===== src/rtl/exc_seq_pkg.sv =====
`timescale 1ns/1ps
package exc_seq_pkg;

    typedef enum logic [2:0] {
        ST_RST,
        ST_RUN,
        ST_SPRD,
        ST_PUSHL,
        ST_PUSHH,
        ST_MASK,
        ST_VEC,
        ST_JUMP
    } seq_st_t;

    typedef enum logic [1:0] {
        SRC_RST,
        SRC_NMI,
        SRC_IRQ,
        SRC_TRAP
    } src_t;

    // instruction class that closes the interrupt sampling window
    localparam logic [1:0] CLS_CCRMOD = 2'b01;

endpackage


===== src/rtl/exc_irq_lock.sv =====
`timescale 1ns/1ps
module exc_irq_lock (
    input  logic clk,
    input  logic rst_n,
    input  logic relock,
    input  logic unlock,
    output logic locked
);

    always_ff @(posedge clk or negedge rst_n) begin
        if (!rst_n) begin
            locked <= 1'b1;
        end else if (relock) begin
            locked <= 1'b1;
        end else if (unlock) begin
            locked <= 1'b0;
        end
    end

endmodule


===== src/rtl/exc_src_arbiter.sv =====
`timescale 1ns/1ps
module exc_src_arbiter
    import exc_seq_pkg::*;
#(
    parameter int AW   = 16,
    parameter int NIRQ = 4,
    parameter int TNW  = 2,
    parameter logic [AW-1:0] NMI_VEC   = 16'h001C,
    parameter logic [AW-1:0] TRAP_BASE = 16'h0020,
    parameter logic [AW-1:0] IRQ_BASE  = 16'h0040
) (
    input  logic            window,
    input  logic            trap_en,
    input  logic            locked,
    input  logic            masked,
    input  logic            nmi_req,
    input  logic [NIRQ-1:0] irq_req,
    input  logic            trap_go,
    input  logic [TNW-1:0]  trap_num,
    output logic            take,
    output src_t            src,
    output logic [AW-1:0]   vec
);

    localparam int IW = (NIRQ > 1) ? $clog2(NIRQ) : 1;

    logic          int_open;
    logic          nmi_hit;
    logic          irq_hit;
    logic          trap_hit;
    logic [IW-1:0] irq_idx;

    always_comb begin
        irq_idx = '0;
        for (int i = NIRQ - 1; i >= 0; i--) begin
            if (irq_req[i]) begin
                irq_idx = IW'(i);
            end
        end
    end

    assign int_open = window && !locked;
    assign nmi_hit  = int_open && nmi_req;
    assign irq_hit  = int_open && !masked && (|irq_req);
    assign trap_hit = trap_en && trap_go;
    assign take     = nmi_hit || irq_hit || trap_hit;

    always_comb begin
        if (nmi_hit) begin
            src = SRC_NMI;
            vec = NMI_VEC;
        end else if (irq_hit) begin
            src = SRC_IRQ;
            vec = IRQ_BASE + (AW'(irq_idx) << 2);
        end else begin
            src = SRC_TRAP;
            vec = TRAP_BASE + (AW'(trap_num) << 2);
        end
    end

endmodule


===== src/rtl/exc_entry_seq.sv =====
`timescale 1ns/1ps
module exc_entry_seq
    import exc_seq_pkg::*;
#(
    parameter int AW    = 16,
    parameter int DW    = 16,
    parameter int PCW   = 24,
    parameter int CW    = 8,
    parameter int NIRQ  = 4,
    parameter int TNW   = 2,
    parameter int I_BIT = 7,
    parameter logic [AW-1:0] RST_VEC   = 16'h0000,
    parameter logic [AW-1:0] NMI_VEC   = 16'h001C,
    parameter logic [AW-1:0] TRAP_BASE = 16'h0020,
    parameter logic [AW-1:0] IRQ_BASE  = 16'h0040
) (
    input  logic            clk,
    input  logic            rst_n,
    input  logic            wdt_ovf,
    input  logic            nmi_req,
    input  logic [NIRQ-1:0] irq_req,
    input  logic            insn_end,
    input  logic [1:0]      insn_cls,
    input  logic            trap_go,
    input  logic [TNW-1:0]  trap_num,
    input  logic            sp_wr,
    input  logic [PCW-1:0]  pc_in,
    input  logic [CW-1:0]   ccr_in,
    input  logic [AW-1:0]   sp_in,
    input  logic [DW-1:0]   mem_rdata,
    output logic            mem_wr,
    output logic            mem_rd,
    output logic [AW-1:0]   mem_addr,
    output logic [DW-1:0]   mem_wdata,
    output logic            ccr_load,
    output logic [CW-1:0]   ccr_out,
    output logic            sp_load,
    output logic [AW-1:0]   sp_out,
    output logic            pc_load,
    output logic [PCW-1:0]  pc_out,
    output logic            busy
);

    localparam int          WBYTES = DW / 8;
    localparam logic [AW-1:0] STEP1 = AW'(WBYTES);
    localparam logic [AW-1:0] STEP2 = AW'(2 * WBYTES);
    localparam logic [CW-1:0] IMASK = CW'(1) << I_BIT;

    seq_st_t         st_q, st_d;
    src_t            src_q;
    logic [AW-1:0]   vec_q;
    logic [PCW-1:0]  pc_q;
    logic [CW-1:0]   ccr_q;
    logic [AW-1:0]   sp_q;
    logic [DW-1:0]   rd_q;

    logic            locked;
    logic            window;
    logic            trap_en;
    logic            arb_take;
    src_t            arb_src;
    logic [AW-1:0]   arb_vec;
    logic            accept;

    // interrupt lock: armed by reset or watchdog, cleared by a stack pointer write
    exc_irq_lock u_lock (
        .clk    (clk),
        .rst_n  (rst_n),
        .relock (wdt_ovf),
        .unlock (sp_wr),
        .locked (locked)
    );

    assign window = (st_q == ST_RUN && insn_end && insn_cls != CLS_CCRMOD)
                 || (st_q == ST_JUMP && src_q != SRC_RST);
    assign trap_en = (st_q == ST_RUN);

    exc_src_arbiter #(
        .AW        (AW),
        .NIRQ      (NIRQ),
        .TNW       (TNW),
        .NMI_VEC   (NMI_VEC),
        .TRAP_BASE (TRAP_BASE),
        .IRQ_BASE  (IRQ_BASE)
    ) u_arb (
        .window   (window),
        .trap_en  (trap_en),
        .locked   (locked),
        .masked   (ccr_in[I_BIT]),
        .nmi_req  (nmi_req),
        .irq_req  (irq_req),
        .trap_go  (trap_go),
        .trap_num (trap_num),
        .take     (arb_take),
        .src      (arb_src),
        .vec      (arb_vec)
    );

    assign accept = arb_take && (st_q == ST_RUN || st_q == ST_JUMP) && !wdt_ovf;

    // next-state logic
    always_comb begin
        st_d = st_q;
        unique case (st_q)
            ST_RST:   st_d = ST_VEC;
            ST_RUN:   st_d = accept ? ST_SPRD : ST_RUN;
            ST_SPRD:  st_d = ST_PUSHL;
            ST_PUSHL: st_d = ST_PUSHH;
            ST_PUSHH: st_d = ST_MASK;
            ST_MASK:  st_d = ST_VEC;
            ST_VEC:   st_d = ST_JUMP;
            ST_JUMP:  st_d = accept ? ST_SPRD : ST_RUN;
            default:  st_d = ST_RUN;
        endcase
        if (wdt_ovf) begin
            st_d = ST_VEC;
        end
    end

    // state register
    always_ff @(posedge clk or negedge rst_n) begin
        if (!rst_n) begin
            st_q <= ST_RST;
        end else begin
            st_q <= st_d;
        end
    end

    // source, vector and captured context
    always_ff @(posedge clk or negedge rst_n) begin
        if (!rst_n) begin
            src_q <= SRC_RST;
            vec_q <= RST_VEC;
            pc_q  <= '0;
            ccr_q <= '0;
            sp_q  <= '0;
            rd_q  <= '0;
        end else begin
            if (wdt_ovf) begin
                src_q <= SRC_RST;
                vec_q <= RST_VEC;
            end else if (accept) begin
                src_q <= arb_src;
                vec_q <= arb_vec;
            end
            if (st_q == ST_SPRD) begin
                pc_q  <= pc_in;
                ccr_q <= ccr_in;
                sp_q  <= sp_in;
            end
            if (st_q == ST_VEC) begin
                rd_q <= mem_rdata;
            end
        end
    end

    // outputs
    always_comb begin
        mem_wr    = 1'b0;
        mem_rd    = 1'b0;
        mem_addr  = '0;
        mem_wdata = '0;
        ccr_load  = 1'b0;
        ccr_out   = '0;
        sp_load   = 1'b0;
        sp_out    = '0;
        pc_load   = 1'b0;
        pc_out    = '0;
        busy      = (st_q != ST_RUN);
        unique case (st_q)
            ST_PUSHL: begin
                mem_wr    = 1'b1;
                mem_addr  = sp_q - STEP1;
                mem_wdata = pc_q[DW-1:0];
            end
            ST_PUSHH: begin
                mem_wr    = 1'b1;
                mem_addr  = sp_q - STEP2;
                mem_wdata = {ccr_q, pc_q[PCW-1:DW]};
            end
            ST_MASK: begin
                ccr_load = 1'b1;
                ccr_out  = ccr_q | IMASK;
                sp_load  = 1'b1;
                sp_out   = sp_q - STEP2;
            end
            ST_VEC: begin
                mem_rd   = 1'b1;
                mem_addr = vec_q;
            end
            ST_JUMP: begin
                pc_load = 1'b1;
                pc_out  = PCW'(rd_q);
            end
            default: begin
            end
        endcase
    end

    // checks next to the logic they guard
    always_ff @(posedge clk) begin
        if (rst_n) begin
            assert_bus_excl_R13: assert (!(mem_wr && mem_rd));
        end
    end

    property p_push_descend;
        @(posedge clk) disable iff (!rst_n)
        (mem_wr && $past(mem_wr)) |-> (mem_addr == $past(mem_addr) - STEP1);
    endproperty
    assert_push_descend_R9: assert property (p_push_descend);

    property p_mask_after_push;
        @(posedge clk) disable iff (!rst_n)
        ccr_load |-> (ccr_out[I_BIT] && $past(mem_wr) && sp_load);
    endproperty
    assert_mask_after_push_R10: assert property (p_mask_after_push);

    property p_jump_after_read;
        @(posedge clk) disable iff (!rst_n)
        pc_load |-> $past(mem_rd);
    endproperty
    assert_jump_after_read_R11: assert property (p_jump_after_read);

    property p_wdt_restart;
        @(posedge clk) disable iff (!rst_n)
        wdt_ovf |=> (mem_rd && !mem_wr && mem_addr == RST_VEC);
    endproperty
    assert_wdt_restart_R2: assert property (p_wdt_restart);

    property p_locked_no_int;
        @(posedge clk) disable iff (!rst_n)
        (st_q == ST_RUN && locked && !trap_go) |=> (st_q != ST_SPRD);
    endproperty
    assert_locked_no_int_R3: assert property (p_locked_no_int);

    property p_blocked_window;
        @(posedge clk) disable iff (!rst_n)
        (st_q == ST_RUN && insn_end && insn_cls == CLS_CCRMOD && !trap_go) |=> (st_q != ST_SPRD);
    endproperty
    assert_blocked_window_R5: assert property (p_blocked_window);

endmodule


===== config.mk =====
export PLATFORM = sky130hd
export DESIGN_NAME = exc_entry_seq
export DESIGN_NICKNAME = d
export VERILOG_FILES = /design/src/rtl/exc_seq_pkg.sv /design/src/rtl/exc_irq_lock.sv /design/src/rtl/exc_src_arbiter.sv /design/src/rtl/exc_entry_seq.sv
export SDC_FILE = /design/constraint.sdc
export NUM_CORES = 1
export LEC_CHECK = 0
export BUFFER_PORTS_ARGS = -buffer_cell sky130_fd_sc_hd__buf_2
export CELL_PAD_IN_SITES_DETAIL_PLACEMENT = 1
export CELL_PAD_IN_SITES_GLOBAL_PLACEMENT = 2
export CORE_MARGIN = 2
export CORE_UTILIZATION = 26
export DETAILED_ROUTE_END_ITERATION = 6
export PLACE_DENSITY_LB_ADDON = 0.1
export SLEW_MARGIN = 20
export SYNTH_ARGS = -nofsm -noshare
export SYNTH_HDL_FRONTEND = slang
export SYNTH_SLANG_ARGS = --single-unit

===== constraint.sdc =====
create_clock -name clk -period 2.1 [get_ports clk]
set_clock_uncertainty 0.2 [all_clocks]
set_input_delay 0.315 -clock clk [delete_from_list [all_inputs] [get_ports clk]]
set_output_delay 0.315 -clock clk [all_outputs]
set_load 0.1 [all_outputs]

==> results.json, run 1 <==
{
  "die_w_um": 129,
  "wl_per_cell_um": 19.0,
  "rsz0062_at_grt": "yes",
  "tns_ps": -35480,
  "core_um2": 15300,
  "post-route-period-util": 1.35,
  "cap_violations": 0,
  "numCtsBuffers": 9,
  "period_needed_ps": 2840,
  "ys.warnings.count": 0,
  "syn_to_final_growth_pct": 131,
  "grt_first_pass_wirelength_um": 25300,
  "final_nets": 773,
  "hpwl_um": 10800,
  "cts_max_level": 3,
  "finalSetupViolations": 116,
  "grt_max_degree": 76,
  "leakage_nw": 4.10,
  "gp_congestion": 0.774,
  "drtAntennaViolNets": 0,
  "fmax_ghz": 0.352,
  "synth_edf_count": 0,
  "die_h_um": 129,
  "violations": "setup timing",
  "synth_cell_types": 51,
  "cp-start-kind": "flop",
  "hold_ws_ps": 5.49,
  "critPathArrivalTime_ps": 2330,
  "synth_top_area_share": 0.455,
  "vdd_drop_max_v": 0.00102,
  "dieArea_um2": 16700,
  "synth_commonest_cells": "dfrtp_1 (74), mux2_2 (61), nor2_1 (34), and2_1 (28), a21oi_1 (21)",
  "synthCells": 382,
  "finalHoldViolCount": 0,
  "pin_count": 165,
  "routed_wl_um": 17200,
  "drt_iter0_drc": 104,
  "slew_violations": 0,
  "power_density_nw_per_um2": 1920,
  "antenna_cells": 0,
  "drc": 0,
  "vias": 4237,
  "clkTransAtPathRegs_ps": 60,
  "yosysMostFrequentCell": "dfrtp_1",
  "ys_ff_latch": 75,
  "portBuffers": 156,
  "synth-main-ff-cell": "dfrtp_1",
  "cts_buffer_depth": 2,
  "cts_tree": "built",
  "cts.sinks": 75,
  "hp-class": "input pin to flop",
  "power_w": 0.0180,
  "start_util": 0.267,
  "critPathRequiredTime_ps": 1580,
  "cts_root_buffer": "clkbuf_16",
  "vias_per_cell": 4.67,
  "gr-total-overflow": 0,
  "clk_latency_ps": 340,
  "first_global_vias": 4721,
  "yosys.area.top_type": "dfrtp_1",
  "first_pass_iters": 4,
  "min_path_cells": 2,
  "synth_area_leaders": "dfrtp_1 (46%), mux2_2 (17%), and2_1 (4.3%), a22o_1 (4.1%), nor2_1 (3.1%)",
  "syn_area_per_cell_um2": 10.6,
  "status": "finished, violations left",
  "ys_seq_area_frac": 0.462,
  "worstSetupEndpointType": "output pin",
  "path_class": "flop to output pin",
  "r2r_cells": 10,
  "track_usage": 0.199,
  "floorplan.rows": 45,
  "synthArstFlopShare": 1.00,
  "setup_ws_ps": -742,
  "drive_above_1_share": 0.740,
  "post_synth_instance_area_um2": 4070,
  "path_max_fanout": 3,
  "antenna_found_initial": 0
}
[cells by family after synthesis]
kind of cell,synth area share
mux,0.169
compound gates,0.140
other cells,0.000922
flops,0.462
simple gates,0.143
fa+ha+maj,0.00923
xor+xnor,0.0258
buf+inv,0.0505
[worst max-delay path, cell delays in order (launching register included)]
cell and delay [ps]:
dfrtp_2 410, or4_4 560, nor4_2 210, buf_4 190
nand3_2 130, xor2_2 180, nor2_4 110, buf_12 180
[final timing paths]
kind	startpoint	endpoint	slack [ps]
max in group asynchronous	rst_n	sp_q[10]	980
worst max register to register	st_q[2]	sp_q[5]	-250
worst min register to register	vec_q[2]	vec_q[2]	300
min in group asynchronous	rst_n	rd_q[1]	340
worst max-delay path	sp_q[10]	sp_out[15]	-740
worst min-delay path	sp_in[11]	sp_q[11]	5
[flip-flops by register name (all words and copies together), names as in the netlist]
signal,count
pc_q,24
rd_q,16
sp_q,16
ccr_q,8
vec_q,5
st_q,3
src_q,2
u_lock.locked,1
[cell type report]
cell class,instances,area [µm²]
Inverter,10,50.0
Timing Repair Buffer,321,3730
Multi-Input combinational cell,274,3140
Tap cell,211,264
Fill cell,1492,5860
Sequential cell,75,1890
Clock buffer,12,256
Clock inverter,4,72.6
[metrics by stage]
step                       util  instance area (µm²)  setup slack (ps)  std cells
after floorplan               -                 4790              -904        389
after global placement    0.487                 7430              -421        801
after detailed placement  0.487                 7430              -438        801
after CTS                 0.575                 8780              -737        890
after global routing      0.616                 9400              -844        907
final                     0.616                 9400              -742        907
[repair_timing]
item / 4_1_cts / 5_1_grt
setup buffers: 33 / 21
pin swaps: 31 / 38
resized for setup: 74 / 123
gates cloned: 3 / 7
endpoints found under the setup margin: 83 / 149
endpoints found under the hold margin: 115 / 2
hold buffers: 42 / 2
[power breakdown]
group / leakage [nW] / total [W] / internal, W / switching, W
sequential: 0.894 / 0.00275 / 0.00214 / 0.000604
clock: 0.159 / 0.00173 / 0.00110 / 0.000631
combinational: 3.05 / 0.0135 / 0.00607 / 0.00745
[per-layer routing]
layer / global-route usage / part of all wire / vias to the layer above
met5: 0 / 0 / -
met4: 0.0499 / 0.013 / 0
met3: 0.0735 / 0.067 / 13
met2: 0.361 / 0.52 / 125
met1: 0.221 / 0.40 / 2130
li1: - / - / 1969
[layout by cell type (no fill, tap or decap), types with 7 or more instances in the layout]
cell,count
nor2_1,11
a22o_4,19
buf_12,92
a21oi_2,10
buf_6,37
dfrtp_2,7
conb_1,8
dlygate4sd3_1,44
mux2_4,45
and2_4,27
dfrtp_1,67
clkbuf_16,14
buf_4,63
buf_2,77
nor2_4,18
mux2_2,16
nand2_1,7
No activity file was read; power rests on OpenSTA's default activity.
==> inputs of run 2 (changes only) <==
--- a/config.mk
+++ b/config.mk
@@ -8,7 +8,7 @@
 export BUFFER_PORTS_ARGS = -buffer_cell sky130_fd_sc_hd__buf_2
 export CELL_PAD_IN_SITES_DETAIL_PLACEMENT = 1
 export CELL_PAD_IN_SITES_GLOBAL_PLACEMENT = 2
-export CORE_MARGIN = 2
+export CORE_MARGIN = 4
 export CORE_UTILIZATION = 26
 export DETAILED_ROUTE_END_ITERATION = 6
 export PLACE_DENSITY_LB_ADDON = 0.1
==> run 2 against run 1 <==
  * The flow still finishes with violations (setup timing)
  * Maximum frequency down 0.12%
  * Setup slack worse by 3.5 ps
  * Via count down 0.71%
  * Hold slack worse by 1.3 ps
  * Register-to-register slack better by 270 ps
  * Utilization down 1.1 points
  * Critical path depth down 1
  * Global-route usage down 0.77 points
  * Count of clock-buffer cells in the layout down 2
==> results.json, run 2 (synthesis results as in run 1) <==
{
  "setup_ws_ps": -746,
  "path_delay_family": "simple AND/OR/NAND/NOR gates",
  "floorplan.rows": 45,
  "violations": "setup timing",
  "highest_layer": "met4",
  "rsz0062_at_grt": "yes",
  "first_global_vias": 4870,
  "hpwl_um": 11300,
  "crit_end": "mem_addr[14]",
  "vias": 4207,
  "reg_top3": "pc_q x24, rd_q x16, sp_q x16",
  "cts_tree": "built",
  "path_max_fanout": 4,
  "timing.rr.end": "vec_q[3]",
  "drc": 0,
  "critPathArrivalTime_ps": 2330,
  "final_cell_mix": "buf_12 (91), buf_2 (77), dfrtp_1 (68)",
  "finalHoldViolCount": 0,
  "die_h_um": 133,
  "hp-class": "input pin to flop",
  "drive_above_1_share": 0.723,
  "timing.critical_path.buf_inv": 1,
  "wl_per_cell_um": 18.7,
  "hold_ws_ps": 4.23,
  "gr-total-overflow": 0,
  "critPathRequiredTime_ps": 1580,
  "layout_commonest_cell": "buf_12",
  "grt_first_pass_wirelength_um": 26800,
  "vias_per_cell": 4.63,
  "path_class": "flop to output pin",
  "die_w_um": 133,
  "cts_max_level": 3,
  "numCtsBuffers": 9,
  "drtAntennaViolNets": 0,
  "rrSetupSlack_ps": 20,
  "slew_violations": 0,
  "grt_max_degree": 46,
  "finalSetupViolations": 78,
  "dieArea_um2": 17700,
  "largest_register_ffs": 24,
  "cap_violations": 0,
  "crit_cells": 6,
  "clkTransAtPathRegs_ps": 60,
  "worstSetupEndpointType": "output pin",
  "cp-start-kind": "flop",
  "drt_iter0_drc": 56,
  "core_um2": 15300,
  "pin_count": 165,
  "final_nets": 774,
  "regMostFlops": "pc_q",
  "antenna_found_initial": 0,
  "fmax_ghz": 0.351,
  "period_needed_ps": 2850,
  "track_usage": 0.191,
  "gp_congestion": 0.739,
  "wl_met2_um": 8990,
  "antenna_cells": 0,
  "syn_to_final_growth_pct": 127,
  "post-route-period-util": 1.36,
  "cpPeakStageDelay_ps": 570,
  "cts.sinks": 75,
  "drt-met1-wl_um": 6750,
  "routed_wl_um": 17000,
  "status": "finished, violations left",
  "crit_chain": "or4_4 -> or2_4 -> nor3_4 -> a21oi_2 -> a311oi_4 -> buf_12",
  "worst_path_max_delay_cell": "or4_4",
  "cts_root_buffer": "clkbuf_16",
  "portBuffers": 156,
  "first_pass_iters": 4,
  "r2r-start": "st_q[0]",
  "wl_met3_um": 984,
  "cts_buffer_depth": 2,
  "r2r_cells": 8,
  "start_util": 0.267,
  "critPathLaunch": "sp_q[10]",
  "clk_latency_ps": 350
}
## run 2: cell count changes in the layout (fill, tap and decap cells not counted), sizes merged
cell and delta:
clkinv +2, bufinv +1, buf -7, dlygate4sd3 +11, clkbuf -6
## run 2: worst min path at each step
stage / start / end / slack (ps) / cells after the start
after floorplan: rst_n / ccr_q[0] / -180 / 0
after global placement: rst_n / rd_q[5] / 90 / 1
after detailed placement: rst_n / rd_q[5] / 100 / 1
after CTS: sp_in[2] / sp_q[2] / 2 / 3
after global routing: sp_in[9] / sp_q[9] / 2 / 2
final: sp_in[2] / sp_q[2] / 4 / 3
## run 2: routing by layer
layer | track usage | up-vias
li1 | - | 1971
met1 | 0.220 | 2097
met2 | 0.346 | 122
met3 | 0.0525 | 17
met4 | 0.0554 | 0
met5 | 0 | -
## run 2: cell type report
| cell class | instances | area (µm²) |
|---|---|---|
| Multi-Input combinational cell | 274 | 3010 |
| Timing Repair inverter | 1 | 7.51 |
| Sequential cell | 75 | 1890 |
| Fill cell | 1493 | 6030 |
| Tap cell | 211 | 264 |
| Clock buffer | 10 | 239 |
| Inverter | 10 | 57.6 |
| Clock inverter | 6 | 113 |
| Timing Repair Buffer | 321 | 3650 |
## run 2: worst register-to-register path: cells and delay by family, from the launching register on
kind	cells	cell delay, ps
flops	1	460
buf+inv	3	390
compound gates	3	520
simple gates	2	450
## run 2: repair_timing
item	CTS	global route
buffers inserted	26	22
endpoints found under the setup margin	83	86
resized for setup	99	55
hold endpoints to repair	84	0
pin swaps	51	38
cloned	4	1
hold buffers	55	0
## run 2: metrics by stage
step	utilization	worst slack (ps)	TNS (ps)	instance area (µm²)	std cells
floorplan	-	-904	-13120	4790	389
global placement	0.484	-423	-4080	7380	796
detailed placement	0.484	-446	-4810	7380	796
CTS	0.586	-761	-19670	8940	896
global route	0.605	-860	-27940	9230	908
finish	0.605	-746	-21920	9230	908
Power of run 2 is not shown: default switching activity piles up to over one toggle a cycle in this logic, so the estimate is an artifact.
